## config.mk

```make
export PLATFORM = sky130hd
export DESIGN_NAME = ballast_seq
export DESIGN_NICKNAME = d
export VERILOG_FILES = /design/src/rtl/ballast_pkg.sv /design/src/rtl/ballast_timer.sv /design/src/rtl/ballast_ctrl.sv /design/src/rtl/ballast_seq.sv
export SDC_FILE = /design/constraint.sdc
export NUM_CORES = 1
export LEC_CHECK = 0
export BUFFER_PORTS_ARGS = -buffer_cell sky130_fd_sc_hd__buf_2
export CAP_MARGIN = 25
export CORE_MARGIN = 3
export CORE_UTILIZATION = 30
export CTS_CLUSTER_SIZE = 24
export DETAILED_ROUTE_END_ITERATION = 10
export PLACE_DENSITY = 0.53
export SETUP_SLACK_MARGIN = 0.05
export SYNTH_ARGS = -nofsm -noshare
export SYNTH_HDL_FRONTEND = slang
export SYNTH_HIERARCHICAL = 1
export SYNTH_SLANG_ARGS = --single-unit
```

## constraint.sdc

```tcl
create_clock -name clk -period 2.5 [get_ports clk]
set_input_delay 0.125 -clock clk [delete_from_list [all_inputs] [get_ports clk]]
set_output_delay 0.125 -clock clk [all_outputs]
set_load 0.005 [all_outputs]
```

## src/rtl/ballast_pkg.sv

```systemverilog
package ballast_pkg;

  typedef enum logic [2:0] {
    MODE_OFF     = 3'd0,
    MODE_PREHEAT = 3'd1,
    MODE_IGNITE  = 3'd2,
    MODE_RUN     = 3'd3,
    MODE_FAULT   = 3'd4
  } mode_e;

  typedef enum logic [1:0] {
    FSEL_PREHEAT = 2'd0,
    FSEL_SWEEP   = 2'd1,
    FSEL_RUN     = 2'd2,
    FSEL_IDLE    = 2'd3
  } fsel_e;

  // strobes from control to the timer datapath
  typedef struct packed {
    logic tmrClear;
    logic tmrAdvance;
  } tmr_ctl_s;

  // threshold flags from the timer datapath back to control
  typedef struct packed {
    logic phDone;
    logic ignDone;
  } tmr_flags_s;

endpackage

```

## src/rtl/ballast_timer.sv

```systemverilog
module ballast_timer
  import ballast_pkg::*;
#(
  parameter int TMR_W     = 16,
  parameter int STEP      = 1,
  parameter int PH_CNT    = 400,
  parameter int IGN_CNT   = 510,
  parameter int CLAMP_CNT = 760
) (
  input  logic             clk,
  input  logic             rstN,
  input  tmr_ctl_s         ctl,
  output logic [TMR_W-1:0] cnt,
  output tmr_flags_s       flags
);

  localparam logic [TMR_W:0]   STEP_X  = (TMR_W+1)'(STEP);
  localparam logic [TMR_W:0]   CLAMP_X = (TMR_W+1)'(CLAMP_CNT);
  localparam logic [TMR_W-1:0] PH_T    = TMR_W'(PH_CNT);
  localparam logic [TMR_W-1:0] IGN_T   = TMR_W'(IGN_CNT);
  localparam logic [TMR_W-1:0] CLAMP_T = TMR_W'(CLAMP_CNT);

  logic [TMR_W:0]   sum;
  logic [TMR_W-1:0] cntNext;

  always_comb begin
    sum = {1'b0, cnt} + STEP_X;
    if (ctl.tmrClear)        cntNext = '0;
    else if (!ctl.tmrAdvance) cntNext = cnt;
    else if (sum >= CLAMP_X) cntNext = CLAMP_T;
    else                     cntNext = sum[TMR_W-1:0];
  end

  always_ff @(posedge clk) begin
    if (!rstN) cnt <= '0;
    else       cnt <= cntNext;
  end

  assign flags.phDone  = (cnt >= PH_T);
  assign flags.ignDone = (cnt >= IGN_T);

endmodule

```

## src/rtl/ballast_ctrl.sv

```systemverilog
module ballast_ctrl
  import ballast_pkg::*;
(
  input  logic       clk,
  input  logic       rstN,
  input  logic       vccAboveOn,
  input  logic       vccAboveOff,
  input  logic       busOk,
  input  logic       busLow,
  input  logic       sdHigh,
  input  logic       overTemp,
  input  logic       csOver,
  input  logic       csUnder,
  input  logic       loFallStrobe,
  input  tmr_flags_s flags,
  output mode_e      modeQ,
  output tmr_ctl_s   ctl,
  output logic       oscEn,
  output fsel_e      freqSel
);

  mode_e modeNext;
  logic  stopReq;
  logic  startOk;
  logic  tripReq;
  logic  nextActive;

  always_comb begin
    stopReq = !vccAboveOff || sdHigh || busLow;
    startOk = vccAboveOn && busOk && !sdHigh && !overTemp;
    tripReq = overTemp
            || (csOver && (modeQ == MODE_IGNITE || modeQ == MODE_RUN))
            || (csUnder && loFallStrobe && modeQ == MODE_RUN);
  end

  always_comb begin
    modeNext = modeQ;
    unique case (modeQ)
      MODE_OFF: begin
        if (!stopReq && startOk) modeNext = MODE_PREHEAT;
      end
      MODE_FAULT: begin
        // only a shutdown pulse or supply drop releases the latch
        if (!vccAboveOff || sdHigh) modeNext = MODE_OFF;
      end
      MODE_PREHEAT, MODE_IGNITE, MODE_RUN: begin
        if (stopReq)      modeNext = MODE_OFF;
        else if (tripReq) modeNext = MODE_FAULT;
        else if (modeQ == MODE_PREHEAT && flags.phDone)  modeNext = MODE_IGNITE;
        else if (modeQ == MODE_IGNITE  && flags.ignDone) modeNext = MODE_RUN;
      end
      default: modeNext = MODE_OFF;
    endcase
  end

  always_ff @(posedge clk) begin
    if (!rstN) modeQ <= MODE_OFF;
    else       modeQ <= modeNext;
  end

  always_comb begin
    nextActive     = (modeNext == MODE_PREHEAT) || (modeNext == MODE_IGNITE)
                   || (modeNext == MODE_RUN);
    ctl.tmrClear   = !nextActive;
    ctl.tmrAdvance = nextActive;
  end

  always_comb begin
    oscEn = 1'b0;
    unique case (modeQ)
      MODE_PREHEAT: begin freqSel = FSEL_PREHEAT; oscEn = 1'b1; end
      MODE_IGNITE:  begin freqSel = FSEL_SWEEP;   oscEn = 1'b1; end
      MODE_RUN:     begin freqSel = FSEL_RUN;     oscEn = 1'b1; end
      default:      freqSel = FSEL_IDLE;
    endcase
  end

endmodule

```

## src/rtl/ballast_seq.sv

```systemverilog
module ballast_seq
  import ballast_pkg::*;
#(
  parameter int TMR_W     = 16,
  parameter int STEP      = 1,
  parameter int PH_CNT    = 400,
  parameter int IGN_CNT   = 510,
  parameter int CLAMP_CNT = 760
) (
  input  logic             clk,
  input  logic             rstN,
  input  logic             vccAboveOn,
  input  logic             vccAboveOff,
  input  logic             busOk,
  input  logic             busLow,
  input  logic             sdHigh,
  input  logic             overTemp,
  input  logic             csOver,
  input  logic             csUnder,
  input  logic             loFallStrobe,
  output logic [2:0]       mode,
  output logic             oscEn,
  output logic [1:0]       freqSel,
  output logic [TMR_W-1:0] phTimer
);

  generate
    if (!(STEP > 0 && PH_CNT < IGN_CNT && IGN_CNT < CLAMP_CNT
          && (CLAMP_CNT + STEP) < (2 ** TMR_W))) begin : g_badCfg
      $error("ballast_seq: thresholds must rise strictly and fit the timer");
    end
  endgenerate

  tmr_ctl_s   tmrCtl;
  tmr_flags_s tmrFlags;
  mode_e      modeQ;
  fsel_e      fsel;

  ballast_ctrl u_ctrl (
    .clk          (clk),
    .rstN         (rstN),
    .vccAboveOn   (vccAboveOn),
    .vccAboveOff  (vccAboveOff),
    .busOk        (busOk),
    .busLow       (busLow),
    .sdHigh       (sdHigh),
    .overTemp     (overTemp),
    .csOver       (csOver),
    .csUnder      (csUnder),
    .loFallStrobe (loFallStrobe),
    .flags        (tmrFlags),
    .modeQ        (modeQ),
    .ctl          (tmrCtl),
    .oscEn        (oscEn),
    .freqSel      (fsel)
  );

  ballast_timer #(
    .TMR_W     (TMR_W),
    .STEP      (STEP),
    .PH_CNT    (PH_CNT),
    .IGN_CNT   (IGN_CNT),
    .CLAMP_CNT (CLAMP_CNT)
  ) u_timer (
    .clk   (clk),
    .rstN  (rstN),
    .ctl   (tmrCtl),
    .cnt   (phTimer),
    .flags (tmrFlags)
  );

  assign mode    = modeQ;
  assign freqSel = fsel;

endmodule

```

# After elaboration in Yosys (flattened, before gate mapping)
# Index checks and enable logic that the tools add are counted.
op_classes:
  n_div: 0
  n_mux: 10
  eq_ne: 7
  addsub: 1
  shifts: 0
  mul: 0
  n_reduce_logical: 24
  order_cmp: 3
  bitwise: 2
op_table:
  columns: ["cell", "n"]
  rows:
  - ["$ge A16 B9 Y1 const B", 2]
  - ["$mux W3", 6]
  - ["$add A16 B1 Y17 const B", 1]
  - ["$ge A17 B10 Y1 const B", 1]
  - ["$eq A3 B2 Y1 const B", 4]
  - ["$mux W10", 1]
  - ["$logic_and A1 B1 Y1", 9]
  - ["$pmux W3 S3", 1]
  - ["$logic_or A1 B1 Y1", 7]
  - ["$eq A3 B1 Y1 const B", 2]
  - ["$pmux W2 S3", 1]
  - ["$reduce_or A3 Y1", 2]
  - ["$logic_not A1 Y1", 4]
  - ["$eq A3 B3 Y1 const B", 1]
  - ["$logic_not A3 Y1", 1]
  - ["$not A1 Y1", 2]
  - ["$reduce_and A2 Y1", 1]
  - ["$mux W1", 1]
word_totals:
  mem_bits_ro: 0
  ff_bits: 19
  memories: 0
  ram_bits: 0
  latchBits: 0
  word_cells: 50
  output_inout_bits: 22
  in_bits: 11

# Longest topological paths before layout
logic_depth:
  ltp_word: 13
  mapped_depth: 10
  depth_no_buf: 8

# Cells and area by module
# The synthesis kept the hierarchy.
modules_own_cells:
  columns: ["mod", "seq_area_each_um2", "area_per_inst_um2", "instances", "cells_each"]
  rows:
  - ["ballast_timer", 320.3, 1014.7, 1, 121]
  - ["ballast_ctrl", 60.1, 249.0, 1, 31]

# Worst setup path before layout
# No wires, ideal clock.
synth_path:
  path_kind: "register to register"
  start: "reg u_timer.cnt[1]"
  end: "reg u_timer.cnt[3]"
  path_buffers: 0
  path_slack_ns: 0.385
  setup_time_ns: 0.119
  path_stages_with_launch: 8
  required_time_ns: 2.381
  period_less_slack_ns: 2.115
  arrival_time_ns: 1.996
  path_cell_list: "dfxtp_1 -> ha_1 -> nand4_1 -> o21bai_1 -> a2bb2oi_1 -> nor4_4 -> nand2_1 -> o221a_1"
synth_via:
  elab_chain_len: 11
  elab_cells_between_ends: 18
  cone_classes: "add/sub: 1; order compare: 3; eq/ne: 3; mux: 6; reduce/logical: 5"
synth_lines:
  columns: ["element", "line_no", "text"]
  rows:
  - ["from (decl)", "ballast_timer.sv:13", "output logic [TMR_W-1:0] cnt,"]
  - ["from (signal assigned)", "ballast_timer.sv:36", "else cnt <= cntNext;"]
  - ["$ge A16 B9 Y1", "ballast_timer.sv:40", "assign flags.ignDone = (cnt >= IGN_T);"]
  - ["$logic_and A1 B1 Y1", "ballast_ctrl.sv:50", "else if (modeQ == MODE_IGNITE && flags.ignDone) modeNext = MODE_RUN;"]
  - ["$mux W3", "ballast_ctrl.sv:50", null]
  - ["$mux W3", "ballast_ctrl.sv:49", "else if (modeQ == MODE_PREHEAT && flags.phDone) modeNext = MODE_IGNITE;"]
  - ["$mux W3", "ballast_ctrl.sv:48", "else if (tripReq) modeNext = MODE_FAULT;"]
  - ["$mux W3", "ballast_ctrl.sv:47", "if (stopReq) modeNext = MODE_OFF;"]
  - ["$pmux W3 S3", "ballast_ctrl.sv:38", "unique case (modeQ)"]
  - ["$eq A3 B1 Y1 or $eq A3 B2 Y1 (tied branches)", "ballast_ctrl.sv:62", "nextActive = (modeNext == MODE_PREHEAT) || (modeNext == MODE_IGNITE)"]
  - ["$logic_or A1 B1 Y1", "ballast_ctrl.sv:62", null]
  - ["$logic_or A1 B1 Y1", "ballast_ctrl.sv:63", "|| (modeNext == MODE_RUN);"]
  - ["$reduce_and A2 Y1 (no line)", null, null]
# Parallel ways exist; a longest one is shown, timed or not.
# A chain may end at the register's enable or synchronous reset.

# Worst setup path after layout
layout_path:
  start: "reg u_timer.cnt[0]"
  end: "reg u_timer.cnt[1]"
layout_via:
  elab_chain_len: 12
  elab_cells_between_ends: 18
  cone_classes: "add/sub: 1; order compare: 3; eq/ne: 3; mux: 5; bitwise: 1; reduce/logical: 5"
layout_lines:
  columns: ["element", "line_no"]
  rows:
  - ["$ge A16 B9 Y1", "ballast_timer.sv:40"]
  - ["$logic_and A1 B1 Y1", "ballast_ctrl.sv:50"]
  - ["$mux W3", "ballast_ctrl.sv:50"]
  - ["$mux W3", "ballast_ctrl.sv:49"]
  - ["$mux W3", "ballast_ctrl.sv:48"]
  - ["$mux W3", "ballast_ctrl.sv:47"]
  - ["$pmux W3 S3", "ballast_ctrl.sv:38"]
  - ["$eq A3 B1 Y1 or $eq A3 B2 Y1 (tied branches)", "ballast_ctrl.sv:62"]
  - ["$logic_or A1 B1 Y1", "ballast_ctrl.sv:62"]
  - ["$logic_or A1 B1 Y1", "ballast_ctrl.sv:63"]
  - ["$not A1 Y1 (no line)", null]
  - ["$reduce_or A3 Y1 (no line)", null]
# Parallel ways exist; a longest one is shown, timed or not.

==> impl_metrics.csv <==
group,metric,value,unit
die,die_area,5030,um^2
logic_synthesis,synth_async_sr_flop_share,0,%
logic_synthesis,syn_area,1260,um^2
power,sw_frac_of_total,22.1,%
die,num_rows,22,
cells_and_area,fill_cells,400,
job,drv_cap,0,
global_route,antenna_found_initial,0,
power,p_leak,0.000721,uW
setup_path,cp.required,2.69,ns
cts,cts_setup_buffers,0,
die,coreArea,3850,um^2
hold_path,min_path_type,"input pin to flip-flop",
timing,fin_crit_sh,86.4,%
cts,clkTransAtPathRegs,0.08,ns
power,pwr-share-clk,40.9,%
routing,ant_nets,0,
place,io_buffers,32,
cells_and_area,final_cells,235,
routing,routedWlPerCell,14.2,um
cells_and_area,multi_input_area,823,um^2
cts,clkLatencyLatePin,0.26,ns
cells_and_area,register_area,380,um^2
outcome,status,"complete, no violations",
timing,rsz0062_at_grt,"no",
die,die_h,70.9,um
power,p_seq_share,55.5,%
setup_path,worstPathBufferInverterCount,1,
logic_synthesis,synth_cells,152,
logic_synthesis,synth_edf_count,0,
cts,cts_hold_buf,0,
power,power.share.combinational,3.6,%
timing,finalSetupViolations,0,
cts,clockBufferDepth,2,
power,vdd_ir_drop_max,145,uV
setup_path,ff2ff_setup_slack,0.34,ns
setup_path,crit_start,"u_timer/cnt[0]$_SDFFE_PP0P_",
setup_path,startpoint_type,"flip-flop",
global_route,globalRouteOverflowTotal,0,
global_route,grt_max_degree,13,
place,place_congestion,0.912,
logic_synthesis,syn_nets,165,
setup_path,cp_cell_sequence,"ha_1 > nand4_1 > o21bai_1 > a2bb2oi_1 > nor4_4 > buf_4 > nand4_1 > a21oi_1",
routing,via_per_inst,5.43,
power,power_density,353,nW/um^2
cells_and_area,final_cell_mix,"buf_2, dfxtp_1, nor2_1",
logic_synthesis,yosys_most_used_dff,"dfxtp_1",
cells_and_area,fin_nets,201,
setup_path,cp_data_arrival_time,2.35,ns
setup_path,path_class,"flip-flop to flip-flop",
setup_path,cp_slowest_cell,"nor4_4",
cells_and_area,antenna_cells,0,
setup_path,reg2reg_to,"u_timer/cnt[1]$_SDFFE_PP0P_",
global_route,grt_first_pass_wirelength,5.72,mm
cts,root_buffer,"clkbuf_8",
setup_path,critPathCaptureType,"flip-flop",
timing,period_minus_slack,2.16,ns
die,start_util,32.8,%
timing,tightest_slew,0.503,ns
setup_path,r2r_cells,8,
logic_synthesis,syn_area_per_cell,8.31,um^2
hold_path,whs_endpoint,"u_ctrl/modeQ[2]$_SDFF_PN0_",
routing,drc,0,
power,p_int,425,uW
timing,setup_tns,0,ns
timing,final_max_slew_viol_count,0,
cts,clock_sinks,19,
global_route,track_usage,13.8,%
timing,clock_skew,0.00274,ns
logic_synthesis,synth_seq_area_share,30.1,%
power,p_sw,120,uW
place,hpwl,2.45,mm
cells_and_area,area_delta_synth_final,22.2,%
timing,finalHoldViolCount,0,
cts,cts_tree,"built",
cells_and_area,layout-drive-gt1-share,27.8,%
logic_synthesis,yosysWarningCount,6,
routing,first_pass_iters,4,
hold_path,hold_path_startpoint,"vccAboveOff",
global_route,grt_pass1_vias,1213,
timing,max_freq,463,MHz
routing,drtIter0Drc,98,
setup_path,crit_family,"simple AND/OR/NAND/NOR gates",
setup_path,slowest_delay,0.36,ns
cts,post_cts_resized,0,
setup_path,cp_max_fo,7,
die,io_pins,33,
logic_synthesis,synth_cell_types,47,
logic_synthesis,ys_ff_latch,19,
cts,cts_buffers,3,
place,place_inst,231,
setup_path,worstReg2RegStart,"u_timer/cnt[0]$_SDFFE_PP0P_",
timing,slew_headroom,66.4,%
cts,h-tree-depth,1,
hold_path,hold_depth,3,
routing,vias,1275,
routing,routed_wirelength,3.34,mm
cells_and_area,final_common_cell,"buf_2",
die,die_w,70.9,um
setup_path,crit_top_cell,"nand4_1",
[synth_stat cells, types with 2 or more instances]
cell type	instances	area [um^2]
a21oi_1	8	40.0
a31oi_1	2	12.5
and2_1	7	43.8
and3_1	5	31.3
and4_1	2	17.5
buf_2	3	15.0
buf_4	2	15.0
clkbuf_1	3	11.3
dfxtp_1	19	380
ha_1	2	25.0
inv_1	4	15.0
nand2_1	7	26.3
nand2b_1	5	31.3
nand3_1	9	45.0
nand3b_1	2	15.0
nand4_1	6	37.5
nor2_1	12	45.0
nor2b_1	3	18.8
nor3_1	4	20.0
nor4_1	2	12.5
o211a_1	4	40.0
o211ai_1	7	52.6
o21a_1	3	22.5
o21ai_0	4	20.0
o21ai_1	2	10.0
o221a_1	2	22.5
xnor2_1	2	17.5
xor2_1	2	17.5
[power groups by stage]
stage	sequential, uW	clock (uW)	combinational [uW]
6_report	303	223	19.4
5_1_grt	303	246	21.9
4_1_cts	303	230	19.5
3_5_place_dp	310	0	19.5
3_3_place_gp	310	0	19.1
2_1_floorplan	310	0	7.86
[flip-flops by register name, indices dropped and copies added (netlist names)]
name and cells:
u_ctrl/modeQ 3, u_timer/cnt 16
[cells by family after synthesis]
logic type	share of synthesized area, %
AND/OR/NAND/NOR	35.4
buffers and inverters	4.75
XOR/XNOR	2.77
flip-flops	30.1
AO/OA/AOI/OAI	24.2
multiplexers	0.792
adder cells (fa/ha/maj)	1.98
[metrics by stage]
stage | util (%) | hold WS, ns | cell area, um^2 | power, uW | setup WS, ns
floorplan | - | 0.263 | 1260 | 318 | 0.385
global placement | 38.8 | 0.386 | 1500 | 329 | 0.401
detailed placement | 38.8 | 0.396 | 1500 | 329 | 0.378
CTS | 40.1 | 0.117 | 1540 | 553 | 0.353
global route | 40.1 | 0.148 | 1540 | 570 | 0.0941
finish | 40.1 | 0.125 | 1540 | 545 | 0.341
[worst max-delay path by stage]
stage	depth (start not counted)	endpoint
finish	8	u_timer/cnt[1]$_SDFFE_PP0P_
global route	8	u_timer/cnt[2]$_SDFFE_PP0P_
CTS	8	u_timer/cnt[1]$_SDFFE_PP0P_
detailed placement	8	u_timer/cnt[9]$_SDFFE_PP0P_
global placement	8	u_timer/cnt[0]$_SDFFE_PP0P_
floorplan	7	u_timer/cnt[3]$_SDFFE_PP0P_
[cell type report]
class | instances | area share, %
sequential | 19 | 24.6
tap | 48 | 3.89
timing repair buffer | 39 | 13.8
clock buffer | 3 | 2.67
multi-input combinational | 120 | 53.3
inverter | 5 | 1.22
clock inverter | 1 | 0.486
[layer usage]
layer	global-route usage (%)	up-vias	wire (um)
met1	18.3	588	1510
met2	22.0	38	1590
met3	3.55	4	204
met4	4.38	0	37
li1	-	645	-
met5	0	-	0
[worst reg2reg max path: cells and delay by family (launching register included)]
kind,cells,cell delay [ns]
AO/OA/AOI/OAI,3,0.50
flip-flops,1,0.34
AND/OR/NAND/NOR,3,0.75
buffers and inverters,1,0.22
adder cells (fa/ha/maj),1,0.29
No activity file was read; power rests on OpenSTA's default activity.
